[config.mk]
export PLATFORM = sky130hd
export DESIGN_NAME = seg_xlate_top
export DESIGN_NICKNAME = d
export VERILOG_FILES = /design/src/rtl/seg_xlate_pkg.sv /design/src/rtl/seg_limit_scale.sv /design/src/rtl/seg_bounds_chk.sv /design/src/rtl/seg_priv_chk.sv /design/src/rtl/seg_xlate_top.sv
export SDC_FILE = /design/constraint.sdc
export NUM_CORES = 1
export LEC_CHECK = 0
export ABC_AREA = 1
export BUFFER_PORTS_ARGS = -buffer_cell sky130_fd_sc_hd__clkbuf_2
export CORE_UTILIZATION = 47
export CTS_CLUSTER_DIAMETER = 30
export DETAILED_ROUTE_END_ITERATION = 10
export PLACE_DENSITY = 0.8
export SETUP_SLACK_MARGIN = 0.02
export SYNTH_ARGS = -nofsm -noshare
export SYNTH_HDL_FRONTEND = slang
export SYNTH_SLANG_ARGS = --single-unit
[constraint.sdc]
create_clock -name clk -period 2 [get_ports clk]
set_input_delay 0 -clock clk [delete_from_list [all_inputs] [get_ports clk]]
set_output_delay 0 -clock clk [all_outputs]
set_load 0.02 [all_outputs]
[src/rtl/seg_xlate_pkg.sv]
package seg_xlate_pkg;
  typedef enum logic [1:0] {
    FLT_NONE   = 2'b00,
    FLT_ABSENT = 2'b01,
    FLT_PRIV   = 2'b10,
    FLT_BOUNDS = 2'b11
  } flt_e;
endpackage

[src/rtl/seg_limit_scale.sv]
module seg_limit_scale #(
  parameter int LIMIT_W    = 20,
  parameter int PAGE_SHIFT = 12,
  parameter int ADDR_W     = 32
) (
  input  logic [LIMIT_W-1:0] lim_raw,
  input  logic               page_gran,
  output logic [ADDR_W-1:0]  lim_bytes
);
  localparam int SCALED_W = LIMIT_W + PAGE_SHIFT;

  logic [SCALED_W-1:0] scaled;
  logic [ADDR_W-1:0]   page_lim;

  // (limit + 1) * page - 1 equals the limit with all page bits set below it
  assign scaled = {lim_raw, {PAGE_SHIFT{1'b1}}};

  generate
    if (SCALED_W > ADDR_W) begin : g_sat
      // Scaled limit wider than the address space: clamp to all ones
      assign page_lim = (|scaled[SCALED_W-1:ADDR_W]) ? {ADDR_W{1'b1}}
                                                    : scaled[ADDR_W-1:0];
    end else if (SCALED_W == ADDR_W) begin : g_fit
      assign page_lim = scaled;
    end else begin : g_ext
      assign page_lim = {{(ADDR_W-SCALED_W){1'b0}}, scaled};
    end
  endgenerate

  assign lim_bytes = page_gran ? page_lim
                               : {{(ADDR_W-LIMIT_W){1'b0}}, lim_raw};
endmodule

[src/rtl/seg_bounds_chk.sv]
module seg_bounds_chk #(
  parameter int ADDR_W = 32
) (
  input  logic [ADDR_W-1:0] offset,
  input  logic [ADDR_W-1:0] lim_bytes,
  input  logic              grows_down,
  output logic              out_of_range
);
  // The top of a downward segment is the largest offset the width can hold,
  // so the upper check of that form can never fail at this width.
  always_comb begin
    if (grows_down) out_of_range = (offset <= lim_bytes);
    else            out_of_range = (offset >  lim_bytes);
  end
endmodule

[src/rtl/seg_priv_chk.sv]
module seg_priv_chk #(
  parameter int PRIV_W = 2
) (
  input  logic [PRIV_W-1:0] cur_pl,
  input  logic [PRIV_W-1:0] sel_rpl,
  input  logic [PRIV_W-1:0] dpl,
  output logic              denied
);
  logic [PRIV_W-1:0] eff_pl;
  assign eff_pl = (cur_pl > sel_rpl) ? cur_pl : sel_rpl;
  assign denied = (eff_pl > dpl);
endmodule

[src/rtl/seg_xlate_top.sv]
module seg_xlate_top #(
  parameter int ADDR_W     = 32,
  parameter int LIMIT_W    = 20,
  parameter int PAGE_SHIFT = 12,
  parameter int PRIV_W     = 2
) (
  input  logic              clk,
  input  logic              rst,
  input  logic              req_valid,
  input  logic [ADDR_W-1:0] req_offset,
  input  logic [ADDR_W-1:0] desc_base,
  input  logic [LIMIT_W-1:0] desc_limit,
  input  logic              desc_gran,
  input  logic              desc_expdn,
  input  logic              desc_present,
  input  logic [PRIV_W-1:0] desc_dpl,
  input  logic              desc_accessed,
  input  logic [PRIV_W-1:0] cur_pl,
  input  logic [PRIV_W-1:0] sel_rpl,
  output logic              rsp_valid,
  output logic              rsp_ok,
  output logic [ADDR_W-1:0] rsp_paddr,
  output logic [1:0]        rsp_fault,
  output logic              rsp_set_acc
);
  import seg_xlate_pkg::*;

  logic [ADDR_W-1:0] lim_bytes;
  logic              bounds_bad;
  logic              priv_bad;
  flt_e              flt_nxt;

  seg_limit_scale #(
    .LIMIT_W(LIMIT_W), .PAGE_SHIFT(PAGE_SHIFT), .ADDR_W(ADDR_W)
  ) u_scale (
    .lim_raw(desc_limit), .page_gran(desc_gran), .lim_bytes(lim_bytes)
  );

  seg_bounds_chk #(.ADDR_W(ADDR_W)) u_bounds (
    .offset(req_offset), .lim_bytes(lim_bytes), .grows_down(desc_expdn),
    .out_of_range(bounds_bad)
  );

  seg_priv_chk #(.PRIV_W(PRIV_W)) u_priv (
    .cur_pl(cur_pl), .sel_rpl(sel_rpl), .dpl(desc_dpl), .denied(priv_bad)
  );

  // Fixed reporting order: presence, then privilege, then bounds
  always_comb begin
    if (!desc_present)   flt_nxt = FLT_ABSENT;
    else if (priv_bad)   flt_nxt = FLT_PRIV;
    else if (bounds_bad) flt_nxt = FLT_BOUNDS;
    else                 flt_nxt = FLT_NONE;
  end

  always_ff @(posedge clk) begin
    if (rst) begin
      rsp_valid   <= 1'b0;
      rsp_ok      <= 1'b0;
      rsp_paddr   <= '0;
      rsp_fault   <= FLT_NONE;
      rsp_set_acc <= 1'b0;
    end else begin
      rsp_valid <= req_valid;
      if (req_valid) begin
        rsp_fault   <= flt_nxt;
        rsp_ok      <= (flt_nxt == FLT_NONE);
        rsp_paddr   <= (flt_nxt == FLT_NONE) ? (desc_base + req_offset) : '0;
        rsp_set_acc <= (flt_nxt == FLT_NONE) && !desc_accessed;
      end else begin
        rsp_fault   <= FLT_NONE;
        rsp_ok      <= 1'b0;
        rsp_paddr   <= '0;
        rsp_set_acc <= 1'b0;
      end
    end
  end

  // Absent segment reported first
  p_absent_first_r1: assert property (@(posedge clk) disable iff (rst)
    req_valid && !desc_present |=> rsp_fault == FLT_ABSENT);

  // Requestor level alone above DPL is enough to deny
  p_rpl_denies_r2: assert property (@(posedge clk) disable iff (rst)
    req_valid && desc_present && (sel_rpl > desc_dpl) |=> rsp_fault == FLT_PRIV);

  p_set_acc_ok_r7: assert property (@(posedge clk) disable iff (rst)
    rsp_set_acc |-> rsp_ok && rsp_valid);

  p_fault_quiet_r8: assert property (@(posedge clk) disable iff (rst)
    rsp_fault != FLT_NONE |-> !rsp_ok && rsp_paddr == '0);

  p_one_result_r9: assert property (@(posedge clk) disable iff (rst)
    req_valid |=> rsp_valid);

  p_no_stray_r9: assert property (@(posedge clk) disable iff (rst)
    !req_valid |=> !rsp_valid);
endmodule

==> metrics.txt <==
# TYPE chip_impl_metric gauge
chip_impl_info{name="setup.worst_path.class",value="in -> reg"} 1
chip_impl_metric{name="grt_max_degree",unit=""} 21
chip_impl_metric{name="post_synth_instance_area",unit="um^2"} 4120
chip_impl_metric{name="routabilityCongestion",unit=""} 0.949
chip_impl_info{name="cts_tree",value="yes"} 1
chip_impl_metric{name="antenna_found_initial",unit=""} 0
chip_impl_info{name="most_common_cell_in_the_synthesized_netlist",value="sky130_fd_sc_hd__nand2_1"} 1
chip_impl_metric{name="yosysUniqueCellTypes",unit=""} 35
chip_impl_metric{name="internal_power",unit="mW"} 1.63
chip_impl_metric{name="fmax",unit="GHz"} 0.544
chip_impl_metric{name="dp_hpwl",unit="mm"} 10.7
chip_impl_metric{name="period_minus_slack",unit="ns"} 1.84
chip_impl_info{name="worst_hold_path_type",value="in -> reg"} 1
chip_impl_metric{name="number_of_global_route_vias_before_repair",unit=""} 4286
chip_impl_metric{name="max_slew.worst_pin.slew",unit="ns"} 0.368
chip_impl_metric{name="power.switching",unit="mW"} 1.00
chip_impl_metric{name="fin_hold_ws",unit="ns"} 0.0725
chip_impl_metric{name="placement_rows",unit=""} 33
chip_impl_metric{name="multi_input_comb_area",unit="um^2"} 3010
chip_impl_metric{name="gr-usage-all-layers",unit=""} 0.284
chip_impl_metric{name="die_y",unit="um"} 95.7
chip_impl_metric{name="routed_wire_length_per_instance",unit="um"} 14.2
chip_impl_info{name="capture_endpoint_of_the_worst_hold_path",value="rsp_fault[1]"} 1
chip_impl_info{name="worstSetupStartpointType",value="input port"} 1
chip_impl_metric{name="layout.area.seq",unit="um^2"} 741
chip_impl_metric{name="final_core_utilization",unit=""} 0.631
chip_impl_info{name="synth.cells.most_frequent",value="sky130_fd_sc_hd__nand2_1, sky130_fd_sc_hd__inv_1, sky130_fd_sc_hd__ha_1"} 1
chip_impl_metric{name="cts.clk_slew.worst_paths",unit="ns"} 0.08
chip_impl_metric{name="drive_gt1_frac",unit=""} 0.262
chip_impl_metric{name="grt.overflow.total",unit=""} 0
chip_impl_metric{name="timing.final.crit_share",unit=""} 0.920
chip_impl_metric{name="sequentialPowerShare",unit=""} 0.290
chip_impl_info{name="worstSetupEndpointType",value="flop"} 1
chip_impl_metric{name="route.final.wire_length",unit="mm"} 12.5
chip_impl_metric{name="tritoncts_buffers",unit=""} 5
chip_impl_metric{name="power.leakage",unit="nW"} 2.96
chip_impl_metric{name="count_of_buffers_inserted_at_the_top_level_ports",unit=""} 133
chip_impl_metric{name="placed_cell_area",unit="um^2"} 4960
chip_impl_metric{name="dpl.cell_count",unit=""} 864
chip_impl_metric{name="grt_pass1_wl",unit="mm"} 19.7
chip_impl_info{name="synth_top_cells_by_area",value="sky130_fd_sc_hd__ha_1, sky130_fd_sc_hd__dfxtp_1, sky130_fd_sc_hd__nand2_1"} 1
chip_impl_metric{name="syn_to_final_growth",unit="%"} 27.6
chip_impl_metric{name="dr.pass1.iters",unit=""} 5
chip_impl_metric{name="cp_data_required_time",unit="ns"} 2.24
chip_impl_info{name="clockRootBuffer",value="sky130_fd_sc_hd__clkbuf_8"} 1
chip_impl_info{name="worst_hold_startpoint",value="desc_expdn"} 1
chip_impl_metric{name="synth-edff-count",unit=""} 0
chip_impl_info{name="rsz0062_at_grt",value="false"} 1
chip_impl_metric{name="dieArea",unit="um^2"} 9150
chip_impl_metric{name="finish.cell_count_without_fillers",unit=""} 881
chip_impl_metric{name="detail_route.drc_violations",unit=""} 0
chip_impl_metric{name="floorplan.die.width",unit="um"} 95.7
chip_impl_metric{name="ctsLongestPathBuffers",unit=""} 2
chip_impl_metric{name="worst_ep_arrival_time",unit="ns"} 2.08
chip_impl_metric{name="comb_power_share",unit=""} 0.445
chip_impl_metric{name="vias_per_std_cell",unit=""} 5.10
chip_impl_metric{name="nFillCells",unit=""} 819
chip_impl_info{name="ys.flop_type",value="sky130_fd_sc_hd__dfxtp_1"} 1
chip_impl_metric{name="synth.net_count",unit=""} 791
chip_impl_metric{name="core_area",unit="um^2"} 8340
chip_impl_metric{name="start_util",unit=""} 0.494
chip_impl_metric{name="yosys_warnings",unit=""} 0
chip_impl_info{name="synth.largest_area_cell",value="sky130_fd_sc_hd__ha_1"} 1
chip_impl_metric{name="slew-limit-headroom",unit=""} 0.753
chip_impl_metric{name="power.share.clock",unit=""} 0.265
chip_impl_metric{name="finalNetCount",unit=""} 941
chip_impl_metric{name="hold-path-cell-count",unit=""} 5
chip_impl_info{name="outcome",value="completed"} 1
chip_impl_metric{name="num_antenna_cells",unit=""} 0
chip_impl_metric{name="synth.ff_latch_count",unit=""} 37
chip_impl_metric{name="report.final.hold_viol_count",unit=""} 0
chip_impl_metric{name="ir_worst_vdd",unit="mV"} 0.217
chip_impl_metric{name="path_max_fanout",unit=""} 8
chip_impl_metric{name="synth_largest_type_area_fraction",unit=""} 0.206
chip_impl_metric{name="p_sw_frac",unit=""} 0.381
chip_impl_metric{name="final_design_area_no_fill",unit="um^2"} 5260
chip_impl_metric{name="synth.yosys.seq_area_share",unit=""} 0.180
chip_impl_metric{name="drtAntennaViolNets",unit=""} 0
chip_impl_metric{name="netlist_instances",unit=""} 625
chip_impl_metric{name="slew_violations",unit=""} 0
chip_impl_metric{name="synthArstFlopShare",unit=""} 0
chip_impl_metric{name="cts_htree_levels",unit=""} 2
chip_impl_metric{name="dr.first_iter.drc_count",unit=""} 215
chip_impl_metric{name="ioPinCount",unit=""} 134
chip_impl_metric{name="max_cap_viol_count",unit=""} 0
chip_impl_metric{name="setup_viol",unit=""} 0
chip_impl_metric{name="dr_total_vias",unit=""} 4496
chip_impl_metric{name="syn_area_per_cell",unit="um^2"} 6.60
chip_impl_metric{name="power_density",unit="nW/um^2"} 500
chip_impl_metric{name="clkSinkCount",unit=""} 37
==> power groups by stage <==
stage	clock network (mW)	registers, mW	logic (mW)
2_1_floorplan	0	0.806	0.741
3_3_place_gp	0	0.779	1.10
3_5_place_dp	0	0.780	1.12
4_1_cts	0.709	0.762	1.13
5_1_grt	0.738	0.764	1.33
6_report	0.697	0.762	1.17
==> flip-flops by register name, summed over array words and instances, names as in the netlist <==
register,cells
rsp_fault,2
rsp_ok,1
rsp_paddr,32
rsp_set_acc,1
rsp_valid,1
==> worst max-delay path, stage by stage <==
cell	delay [ns]
sky130_fd_sc_hd__buf_6	0.12
sky130_fd_sc_hd__buf_12	0.13
sky130_fd_sc_hd__or2_2	0.27
sky130_fd_sc_hd__ha_2	0.17
sky130_fd_sc_hd__inv_1	0.04
sky130_fd_sc_hd__nand2_1	0.04
sky130_fd_sc_hd__nand2_1	0.05
sky130_fd_sc_hd__nand2_1	0.04
sky130_fd_sc_hd__nand2_1	0.05
sky130_fd_sc_hd__nand2_1	0.05
sky130_fd_sc_hd__nand2_1	0.07
sky130_fd_sc_hd__nand2_1	0.06
sky130_fd_sc_hd__nand2_1	0.07
sky130_fd_sc_hd__nand2_1	0.07
sky130_fd_sc_hd__nand2_2	0.09
sky130_fd_sc_hd__nand2_2	0.07
sky130_fd_sc_hd__nand2_2	0.09
sky130_fd_sc_hd__nand4_4	0.25
sky130_fd_sc_hd__clkbuf_16	0.27
sky130_fd_sc_hd__nor2_2	0.07
==> metal layers <==
| layer | vias to the layer above | track usage | share of wire |
|---|---|---|---|
| li1 | 2330 | - | - |
| met1 | 2010 | 0.351 | 0.44 |
| met2 | 135 | 0.507 | 0.49 |
| met3 | 21 | 0.0319 | 0.044 |
| met4 | 0 | 0.0958 | 0.022 |
| met5 | - | 0 | 0 |
==> cells by family after synthesis <==
| family | share of synthesized area |
|---|---|
| simple gates | 0.323 |
| buf+inv | 0.0947 |
| compound gates | 0.128 |
| fa+ha+maj | 0.211 |
| flops | 0.180 |
| xor+xnor | 0.0446 |
| mux | 0.0194 |
==> layout make-up <==
type	instances	area share
multi-input cells	490	0.572
repair buffers	150	0.174
flip-flops and latches	37	0.141
inverters	91	0.0649
well taps	105	0.0250
clock buffers	6	0.0157
clock inverters	2	0.00713
==> layout by cell type (no fill, tap or decap), drive strengths merged <==
master,netlist,routed
a21boi,5,5
a21o,8,8
a21oi,44,44
a31oi,3,3
and2,1,1
buf,4,10
bufinv,0,1
clkbuf,3,142
clkinvlp,0,1
dfxtp,37,37
dlygate4sd3,0,4
fa,1,1
ha,68,68
inv,91,91
mux2i,8,8
nand2,156,156
nand3,31,31
nand3b,1,1
nand4,7,7
nor2,96,96
nor3,6,6
nor4,2,2
o21a,1,1
o21ai,21,21
o21bai,8,8
o22ai,1,1
or2,1,1
xnor2,6,6
xor2,15,15
==> worst max-delay path by stage <==
| stage | endpoint | from | cells past startpoint |
|---|---|---|---|
| 3_3_place_gp | rsp_paddr[16] | desc_gran | 14 |
| 2_1_floorplan | rsp_paddr[1] | desc_gran | 16 |
| 5_1_grt | rsp_paddr[12] | desc_gran | 14 |
| 4_1_cts | rsp_paddr[31] | desc_gran | 16 |
| 3_5_place_dp | rsp_paddr[5] | desc_gran | 16 |
| 6_report | rsp_paddr[17] | desc_gran | 20 |
==> metrics by stage <==
step,setup TNS [ns],setup slack [ns],total power [mW]
2_1_floorplan,0,0.0398,1.55
3_3_place_gp,-1.21,-0.0487,1.87
3_5_place_dp,-5.15,-0.170,1.90
4_1_cts,0,0.138,2.60
5_1_grt,0,0.0176,2.83
6_report,0,0.161,2.63
==> repair_timing <==
item	CTS	global route
setup buffers	0	1
hold buffers	4	0
gates resized for setup	0	13
endpoints found under the hold margin	3	0
setup endpoints to repair	0	34
Power figures use the tool's default switching activity.
